`src/rtl/pwm_dt_pkg.sv`:
```
package pwm_dt_pkg;
  typedef enum logic [3:0] {
    REG_KEY  = 4'd0,
    REG_CTRL = 4'd1,
    REG_PRD  = 4'd2,
    REG_CNT  = 4'd3,
    REG_A1   = 4'd4,
    REG_A2   = 4'd5,
    REG_B1   = 4'd6,
    REG_B2   = 4'd7,
    REG_DTR  = 4'd8,
    REG_DTF  = 4'd9
  } reg_sel_e;

  typedef struct packed {
    logic b_idle;
    logic a_idle;
    logic dt_en;
    logic start_en;
  } ctrl_t;

  localparam logic [7:0] UNLOCK_KEY = 8'hA5;
endpackage

```
`src/rtl/pwm_dt_regs.sv`:
```
module pwm_dt_regs
  import pwm_dt_pkg::*;
#(
  parameter int DW = 32
) (
  input  logic          clk_i,
  input  logic          rst_ni,
  input  logic          wr_en_i,
  input  logic [3:0]    wr_sel_i,
  input  logic [DW-1:0] wr_data_i,
  output ctrl_t         ctrl_o,
  output logic [DW-1:0] prd_o,
  output logic [DW-1:0] a1_o,
  output logic [DW-1:0] a2_o,
  output logic [DW-1:0] b1_o,
  output logic [DW-1:0] b2_o,
  output logic [DW-1:0] dtr_o,
  output logic [DW-1:0] dtf_o,
  output logic          cnt_wr_o,
  output logic [DW-1:0] cnt_val_o
);
  reg_sel_e sel_w;
  logic     wr_ok_w;
  logic     unlocked_q;

  assign sel_w   = reg_sel_e'(wr_sel_i);
  assign wr_ok_w = wr_en_i && (unlocked_q || sel_w == REG_KEY);

  assign cnt_wr_o  = wr_ok_w && sel_w == REG_CNT;
  assign cnt_val_o = wr_data_i;

  always_ff @(posedge clk_i or negedge rst_ni) begin
    if (!rst_ni) begin
      unlocked_q <= 1'b0;
      ctrl_o     <= '0;
      prd_o      <= '1;
      a1_o       <= '0;
      a2_o       <= '0;
      b1_o       <= '0;
      b2_o       <= '0;
      dtr_o      <= '0;
      dtf_o      <= '0;
    end else if (wr_ok_w) begin
      case (sel_w)
        REG_KEY:  unlocked_q <= (wr_data_i[15:8] == UNLOCK_KEY);
        REG_CTRL: ctrl_o     <= ctrl_t'(wr_data_i[3:0]);
        REG_PRD:  prd_o      <= wr_data_i;
        REG_A1:   a1_o       <= wr_data_i;
        REG_A2:   a2_o       <= wr_data_i;
        REG_B1:   b1_o       <= wr_data_i;
        REG_B2:   b2_o       <= wr_data_i;
        REG_DTR:  dtr_o      <= wr_data_i;
        REG_DTF:  dtf_o      <= wr_data_i;
        default:  ;
      endcase
    end
  end
endmodule

```
`src/rtl/pwm_dt_deadtime.sv`:
```
module pwm_dt_deadtime #(
  parameter int DW = 32
) (
  input  logic          en_i,
  input  logic [DW-1:0] a1_i,
  input  logic [DW-1:0] a2_i,
  input  logic [DW-1:0] b1_i,
  input  logic [DW-1:0] b2_i,
  input  logic [DW-1:0] dtr_i,
  input  logic [DW-1:0] dtf_i,
  input  logic [DW-1:0] prd_i,
  output logic [DW-1:0] b1_o,
  output logic [DW-1:0] b2_o
);
  logic [DW:0]   late_w;
  logic [DW-1:0] early_w;
  logic [DW-1:0] late_clip_w;

  // B falls before A rises, B rises after A falls
  assign early_w     = (a1_i >= dtf_i) ? a1_i - dtf_i : '0;
  assign late_w      = {1'b0, a2_i} + {1'b0, dtr_i};
  assign late_clip_w = (late_w > {1'b0, prd_i}) ? prd_i : late_w[DW-1:0];

  assign b1_o = en_i ? early_w     : b1_i;
  assign b2_o = en_i ? late_clip_w : b2_i;
endmodule

```
`src/rtl/pwm_dt_edge.sv`:
```
module pwm_dt_edge #(
  parameter int DW = 32
) (
  input  logic          clk_i,
  input  logic          rst_ni,
  input  logic          run_i,
  input  logic [DW-1:0] cnt_i,
  input  logic          load_i,
  input  logic [DW-1:0] first_i,
  input  logic [DW-1:0] second_i,
  input  logic          idle_i,
  output logic          pin_o,
  output logic [DW-1:0] cmp_o
);
  logic [DW-1:0] tmp_q;
  logic          match_w;

  assign match_w = run_i && (cnt_i == cmp_o);

  always_ff @(posedge clk_i or negedge rst_ni) begin
    if (!rst_ni) begin
      cmp_o <= '0;
      tmp_q <= '0;
    end else if (load_i) begin
      cmp_o <= first_i;
      tmp_q <= second_i;
    end else if (match_w) begin
      cmp_o <= tmp_q;
    end
  end

  always_ff @(posedge clk_i or negedge rst_ni) begin
    if (!rst_ni)      pin_o <= 1'b0;
    else if (!run_i)  pin_o <= idle_i;
    else if (match_w) pin_o <= ~pin_o;
  end
endmodule

```
`src/rtl/pwm_dt_channel.sv`:
```
module pwm_dt_channel
  import pwm_dt_pkg::*;
#(
  parameter int DW = 32
) (
  input  logic          clk_i,
  input  logic          rst_ni,
  input  logic          wr_en_i,
  input  logic [3:0]    wr_sel_i,
  input  logic [DW-1:0] wr_data_i,
  input  logic          start_i,
  input  logic          force_i,
  output logic          pin_a_o,
  output logic          pin_b_o,
  output logic          ovf_o,
  output logic          run_o,
  output logic [DW-1:0] cnt_o,
  output logic [DW-1:0] prd_o,
  output logic [DW-1:0] cmp_a_o,
  output logic [DW-1:0] cmp_b_o
);
  ctrl_t         ctrl_w;
  logic [DW-1:0] a1_w, a2_w, b1_w, b2_w, dtr_w, dtf_w;
  logic [DW-1:0] b1_eff_w, b2_eff_w, cnt_val_w;
  logic          cnt_wr_w, start_go_w, end_w, load_w;

  pwm_dt_regs #(.DW(DW)) u_regs (
    .clk_i     (clk_i),
    .rst_ni    (rst_ni),
    .wr_en_i   (wr_en_i),
    .wr_sel_i  (wr_sel_i),
    .wr_data_i (wr_data_i),
    .ctrl_o    (ctrl_w),
    .prd_o     (prd_o),
    .a1_o      (a1_w),
    .a2_o      (a2_w),
    .b1_o      (b1_w),
    .b2_o      (b2_w),
    .dtr_o     (dtr_w),
    .dtf_o     (dtf_w),
    .cnt_wr_o  (cnt_wr_w),
    .cnt_val_o (cnt_val_w)
  );

  pwm_dt_deadtime #(.DW(DW)) u_dt (
    .en_i  (ctrl_w.dt_en),
    .a1_i  (a1_w),
    .a2_i  (a2_w),
    .b1_i  (b1_w),
    .b2_i  (b2_w),
    .dtr_i (dtr_w),
    .dtf_i (dtf_w),
    .prd_i (prd_o),
    .b1_o  (b1_eff_w),
    .b2_o  (b2_eff_w)
  );

  assign start_go_w = start_i && ctrl_w.start_en && !run_o;
  assign end_w      = run_o && (cnt_o == prd_o);
  assign load_w     = start_go_w || end_w || force_i;

  always_ff @(posedge clk_i or negedge rst_ni) begin
    if (!rst_ni) begin
      run_o <= 1'b0;
      cnt_o <= '0;
      ovf_o <= 1'b0;
    end else begin
      ovf_o <= end_w;
      if (start_go_w) run_o <= 1'b1;
      if (!run_o) begin
        if (cnt_wr_w) cnt_o <= cnt_val_w;
      end else begin
        cnt_o <= end_w ? '0 : cnt_o + 1'b1;
      end
    end
  end

  logic [1:0][DW-1:0] first_w, second_w, cmp_w;
  logic [1:0]         idle_w, pin_w;

  assign first_w[0]  = a1_w;
  assign second_w[0] = a2_w;
  assign idle_w[0]   = ctrl_w.a_idle;
  assign first_w[1]  = b1_eff_w;
  assign second_w[1] = b2_eff_w;
  assign idle_w[1]   = ctrl_w.b_idle;

  for (genvar e = 0; e < 2; e++) begin : g_edge
    pwm_dt_edge #(.DW(DW)) u_edge (
      .clk_i    (clk_i),
      .rst_ni   (rst_ni),
      .run_i    (run_o),
      .cnt_i    (cnt_o),
      .load_i   (load_w),
      .first_i  (first_w[e]),
      .second_i (second_w[e]),
      .idle_i   (idle_w[e]),
      .pin_o    (pin_w[e]),
      .cmp_o    (cmp_w[e])
    );
  end

  assign pin_a_o = pin_w[0];
  assign pin_b_o = pin_w[1];
  assign cmp_a_o = cmp_w[0];
  assign cmp_b_o = cmp_w[1];
endmodule

```
`src/rtl/pwm_dt_timer.sv`:
```
module pwm_dt_timer #(
  parameter  int NUM_CH = 2,
  parameter  int DW     = 32,
  localparam int CH_W   = (NUM_CH > 1) ? $clog2(NUM_CH) : 1,
  localparam int AW     = CH_W + 4
) (
  input  logic              clk_i,
  input  logic              rst_ni,
  input  logic              wr_en_i,
  input  logic [AW-1:0]     wr_addr_i,
  input  logic [DW-1:0]     wr_data_i,
  input  logic [NUM_CH-1:0] start_i,
  input  logic [NUM_CH-1:0] force_i,
  output logic [NUM_CH-1:0] pin_a_o,
  output logic [NUM_CH-1:0] pin_b_o,
  output logic [NUM_CH-1:0] ovf_o
);
  logic [NUM_CH-1:0] run_w;
  logic [DW-1:0]     cnt_w   [NUM_CH];
  logic [DW-1:0]     prd_w   [NUM_CH];
  logic [DW-1:0]     cmp_a_w [NUM_CH];
  logic [DW-1:0]     cmp_b_w [NUM_CH];

  for (genvar g = 0; g < NUM_CH; g++) begin : g_ch
    logic sel_w;
    assign sel_w = wr_en_i && (wr_addr_i[AW-1:4] == CH_W'(g));

    pwm_dt_channel #(.DW(DW)) u_ch (
      .clk_i     (clk_i),
      .rst_ni    (rst_ni),
      .wr_en_i   (sel_w),
      .wr_sel_i  (wr_addr_i[3:0]),
      .wr_data_i (wr_data_i),
      .start_i   (start_i[g]),
      .force_i   (force_i[g]),
      .pin_a_o   (pin_a_o[g]),
      .pin_b_o   (pin_b_o[g]),
      .ovf_o     (ovf_o[g]),
      .run_o     (run_w[g]),
      .cnt_o     (cnt_w[g]),
      .prd_o     (prd_w[g]),
      .cmp_a_o   (cmp_a_w[g]),
      .cmp_b_o   (cmp_b_w[g])
    );
  end
endmodule

```
`config.mk`:
```
export PLATFORM = sky130hd
export DESIGN_NAME = pwm_dt_timer
export DESIGN_NICKNAME = d
export VERILOG_FILES = /design/src/rtl/pwm_dt_pkg.sv /design/src/rtl/pwm_dt_regs.sv /design/src/rtl/pwm_dt_deadtime.sv /design/src/rtl/pwm_dt_edge.sv /design/src/rtl/pwm_dt_channel.sv /design/src/rtl/pwm_dt_timer.sv
export SDC_FILE = /design/constraint.sdc
export NUM_CORES = 2
export LEC_CHECK = 0
export BUFFER_PORTS_ARGS = -buffer_cell sky130_fd_sc_hd__buf_2
export CORE_ASPECT_RATIO = 1.1
export CORE_MARGIN = 3
export CORE_UTILIZATION = 40
export DETAILED_ROUTE_END_ITERATION = 8
export PLACE_DENSITY = 0.56
export SYNTH_ARGS = -nofsm -noshare
export SYNTH_HDL_FRONTEND = slang
export SYNTH_SLANG_ARGS = --single-unit
```
`constraint.sdc`:
```
create_clock -name clk_i -period 9.7 [get_ports clk_i]
set_clock_uncertainty 0.15 [all_clocks]
set_input_delay 0.485 -clock clk_i [delete_from_list [all_inputs] [get_ports clk_i]]
set_output_delay 0.485 -clock clk_i [all_outputs]
set_load 0.01 [all_outputs]
```
==> impl_metrics.json <==
{
  "outcome": "completed",
  "htree_levels": 3,
  "max_slew_margin_pct": 18.0,
  "cp.arrival_ns": 6.64,
  "hold_class": "in -> reg",
  "endpoint_kind": "register",
  "crit_required_ns": 10.14,
  "period_needed_ns": 6.20,
  "wl_um": 137000,
  "synthArstFlopShare_pct": 100,
  "mostFrequentLayoutCell": "dfrtp_1",
  "numCtsBuffers": 90,
  "vias_per_cell": 5.75,
  "slew_violations": 0,
  "met2WireLength_um": 63900,
  "io_pins": 50,
  "syn-cell-area_um2": 44000,
  "wl_met3_um": 6480,
  "cts_setup_buffers": 0,
  "critical_path_class": "reg -> reg",
  "worstSetupStartpoint": "g_ch[1].u_ch.u_regs.a2_o[3]$_DFFE_PN0P_",
  "die_area_um2": 114000,
  "first_pass_iters": 5,
  "design_area_um2": 48600,
  "drc": 0,
  "port_buffers": 49,
  "gp_congestion": 0.906,
  "tritoncts": "yes",
  "maxUsedRoutingLayer": "met4",
  "met1_length_um": 60600,
  "cap_viol_max_count": 0,
  "clkTransAtPathRegs_ns": 0.06,
  "grt_pass1_vias": 32400,
  "ant_nets": 0,
  "clock_latency_ns": 0.66,
  "synth_seq_cells": 786,
  "r2r_slack_ns": 3.50,
  "final_cell_mix": "dfrtp_1, mux2_2, nand2_1",
  "fmax_mhz": 161,
  "post_dp_cell_area_um2": 45300,
  "grt_first_pass_wirelength_um": 208000,
  "place_hpwl_um": 96200,
  "root_buffer": "clkbuf_16",
  "synth_edf_count": 0,
  "layout.nets": 4298,
  "power.density_nw_per_um2": 154,
  "die-height_um": 354,
  "hold_violations": 0,
  "pre_cts_ws_ns": 3.57,
  "area.growth.synth_to_final_pct": 10.6,
  "vias": 31900,
  "rsz0062_at_grt": "false",
  "tightest_slew_ns": 1.23,
  "grt_max_degree": 155,
  "place_inst": 5367,
  "rows": 126,
  "postCtsResizedCells": 0,
  "core_um2": 108000,
  "r2r_start": "g_ch[1].u_ch.u_regs.a2_o[3]$_DFFE_PN0P_",
  "post-route-period-util_pct": 64.0,
  "hold_path_startpoint": "wr_en_i",
  "cts_max_path_buffers": 3,
  "initial_core_util_pct": 40.7,
  "fin_setup_tns_ns": 0,
  "drive_gt1_share_pct": 20.4,
  "cts_num_sinks": 786,
  "syn_area_per_cell_um2": 10.6,
  "critPathMaxFanout": 18,
  "ys_warn_count": 0,
  "finalPower_mw": 7.48,
  "yosysSeqAreaShare_pct": 44.9,
  "synth_cells": 4143,
  "grt_use_total_pct": 24.0,
  "grt_overflow_total": 0,
  "vdd_drop_max_mv": 0.132,
  "final_cells": 5540,
  "startpoint_type": "register",
  "setup_slack_ns": 3.50,
  "regArea_um2": 19800,
  "antenna_found_initial": 8,
  "hold_slack_ns": 0.0877,
  "synth_cell_type_count": 84,
  "num-fill-cells": 10200,
  "drtIter0Drc": 2438,
  "routedWlPerCell_um": 24.7,
  "synth.net_count": 4385,
  "die_w_um": 322,
  "yosys_most_used_dff": "dfrtp_1",
  "fin_util_pct": 45.0,
  "p_leak_nw": 23.8,
  "setup_viol": 0,
  "multiInputGateArea_um2": 22600
}
[Yosys cell counts (17+ instances only)]
master	n	area share (%)
a21o_1	80	1.4
o21a_1	18	0.31
nand2b_1	17	0.24
a221o_1	49	1.1
mux2_2	474	12
buf_2	72	0.82
nand2_1	293	2.5
dfrtp_1	722	41
nor3b_1	61	1.0
a31oi_1	27	0.38
clkbuf_1	171	1.5
a21oi_1	276	3.1
o21ai_0	166	1.9
o21bai_1	24	0.41
nand3_1	62	0.71
ha_1	194	5.5
mux2i_1	183	4.2
and3_1	73	1.0
nor3_1	31	0.35
inv_1	169	1.4
nor2_1	156	1.3
a221oi_1	30	0.60
a211oi_1	29	0.49
nand4_1	70	1.0
o21ai_1	65	0.74
dfstp_2	64	3.8
xor2_1	82	1.6
nor4_1	31	0.44
nor2b_1	17	0.24
xnor2_1	225	4.5
[sequential cells by signal (all words and copies together) (netlist names)]
register / flops
g_ch.u_ch.cnt_o: 64
g_ch.u_ch.g_edge.u_edge.cmp_o: 128
g_ch.u_ch.g_edge.u_edge.pin_o: 4
g_ch.u_ch.g_edge.u_edge.tmp_q: 128
g_ch.u_ch.ovf_o: 2
g_ch.u_ch.run_o: 2
g_ch.u_ch.u_regs.a1_o: 64
g_ch.u_ch.u_regs.a2_o: 64
g_ch.u_ch.u_regs.b1_o: 64
g_ch.u_ch.u_regs.b2_o: 64
g_ch.u_ch.u_regs.ctrl_o: 8
g_ch.u_ch.u_regs.dtf_o: 64
g_ch.u_ch.u_regs.dtr_o: 64
g_ch.u_ch.u_regs.prd_o: 64
g_ch.u_ch.u_regs.unlocked_q: 2
[final timing paths]
path,to,cells after the start
max in group asynchronous,g_ch[1].u_ch.g_edge[0].u_edge.tmp_q[28]$_DFFE_PN0P_,4
min reg2reg,g_ch[0].u_ch.g_edge[0].u_edge.tmp_q[17]$_DFFE_PN0P_,2
max,g_ch[1].u_ch.g_edge[1].u_edge.tmp_q[13]$_DFFE_PN0P_,21
min in group asynchronous,g_ch[0].u_ch.u_regs.dtf_o[0]$_DFFE_PN0P_,2
max reg2reg,g_ch[1].u_ch.g_edge[1].u_edge.tmp_q[13]$_DFFE_PN0P_,21
min,g_ch[1].u_ch.u_regs.unlocked_q$_DFFE_PN0P_,3
[cell families (layout without fill, tap and decap cells)]
logic type                 after synthesis  in the layout  synth area share, %
AOI/OAI and AO/OA                      875            875                 12.6
muxes                                  675            675                 16.8
other                                    0              2                    0
and+or+nand+nor                        861            861                 9.76
adders and majority gates              198            198                 5.70
DFF                                    786            786                 44.9
buffers and inverters                  441            428                 4.11
xor gates and xnor gates               307            307                 6.11
[worst max-delay path, stage by stage (launching register included)]
cell and delay, ns:
dfrtp_1 0.39, ha_1 0.33, nand2_1 0.10, o31a_1 0.37
a211oi_1 0.58, o21ai_1 0.21, a31oi_1 0.47, a21o_1 0.23
o21a_1 0.12, nor2_1 0.04, xnor2_1 0.14, ha_1 0.19
a21o_1 0.17, a21o_1 0.17, a21oi_1 0.16, nor2_1 0.05
a2111oi_0 0.38, a22oi_1 0.20, a21oi_4 0.34, buf_4 0.39
nor2b_1 0.68, a221o_1 0.26
[metal layers]
metal | global-route usage [%] | vias up
met1 | 32.0 | 16200
met5 | 0 | -
met2 | 39.3 | 733
met4 | 9.35 | 0
li1 | - | 14700
met3 | 3.61 | 258
[where the power goes]
group | switching, mW | total, mW | leakage, nW | internal (mW)
Combinational | 0.283 | 0.391 | 11.7 | 0.108
Sequential | 0.0516 | 3.37 | 10.5 | 3.31
Clock | 1.44 | 3.73 | 1.62 | 2.29
[what timing repair did]
item,4_1_cts,5_1_grt
endpoints found under the setup margin,0,0
endpoints found under the hold margin,81,0
hold buffers,5,0
[final cells by class]
cell class	instances	area share, %
clock inverter	38	1.09
timing repair buffer	93	1.36
tap	1408	3.62
inverter	169	1.30
multi-input combinational	2916	46.4
sequential	786	40.6
clock buffer	128	5.59
antenna	2	0.0103
(Power assumes the default switching activity.)
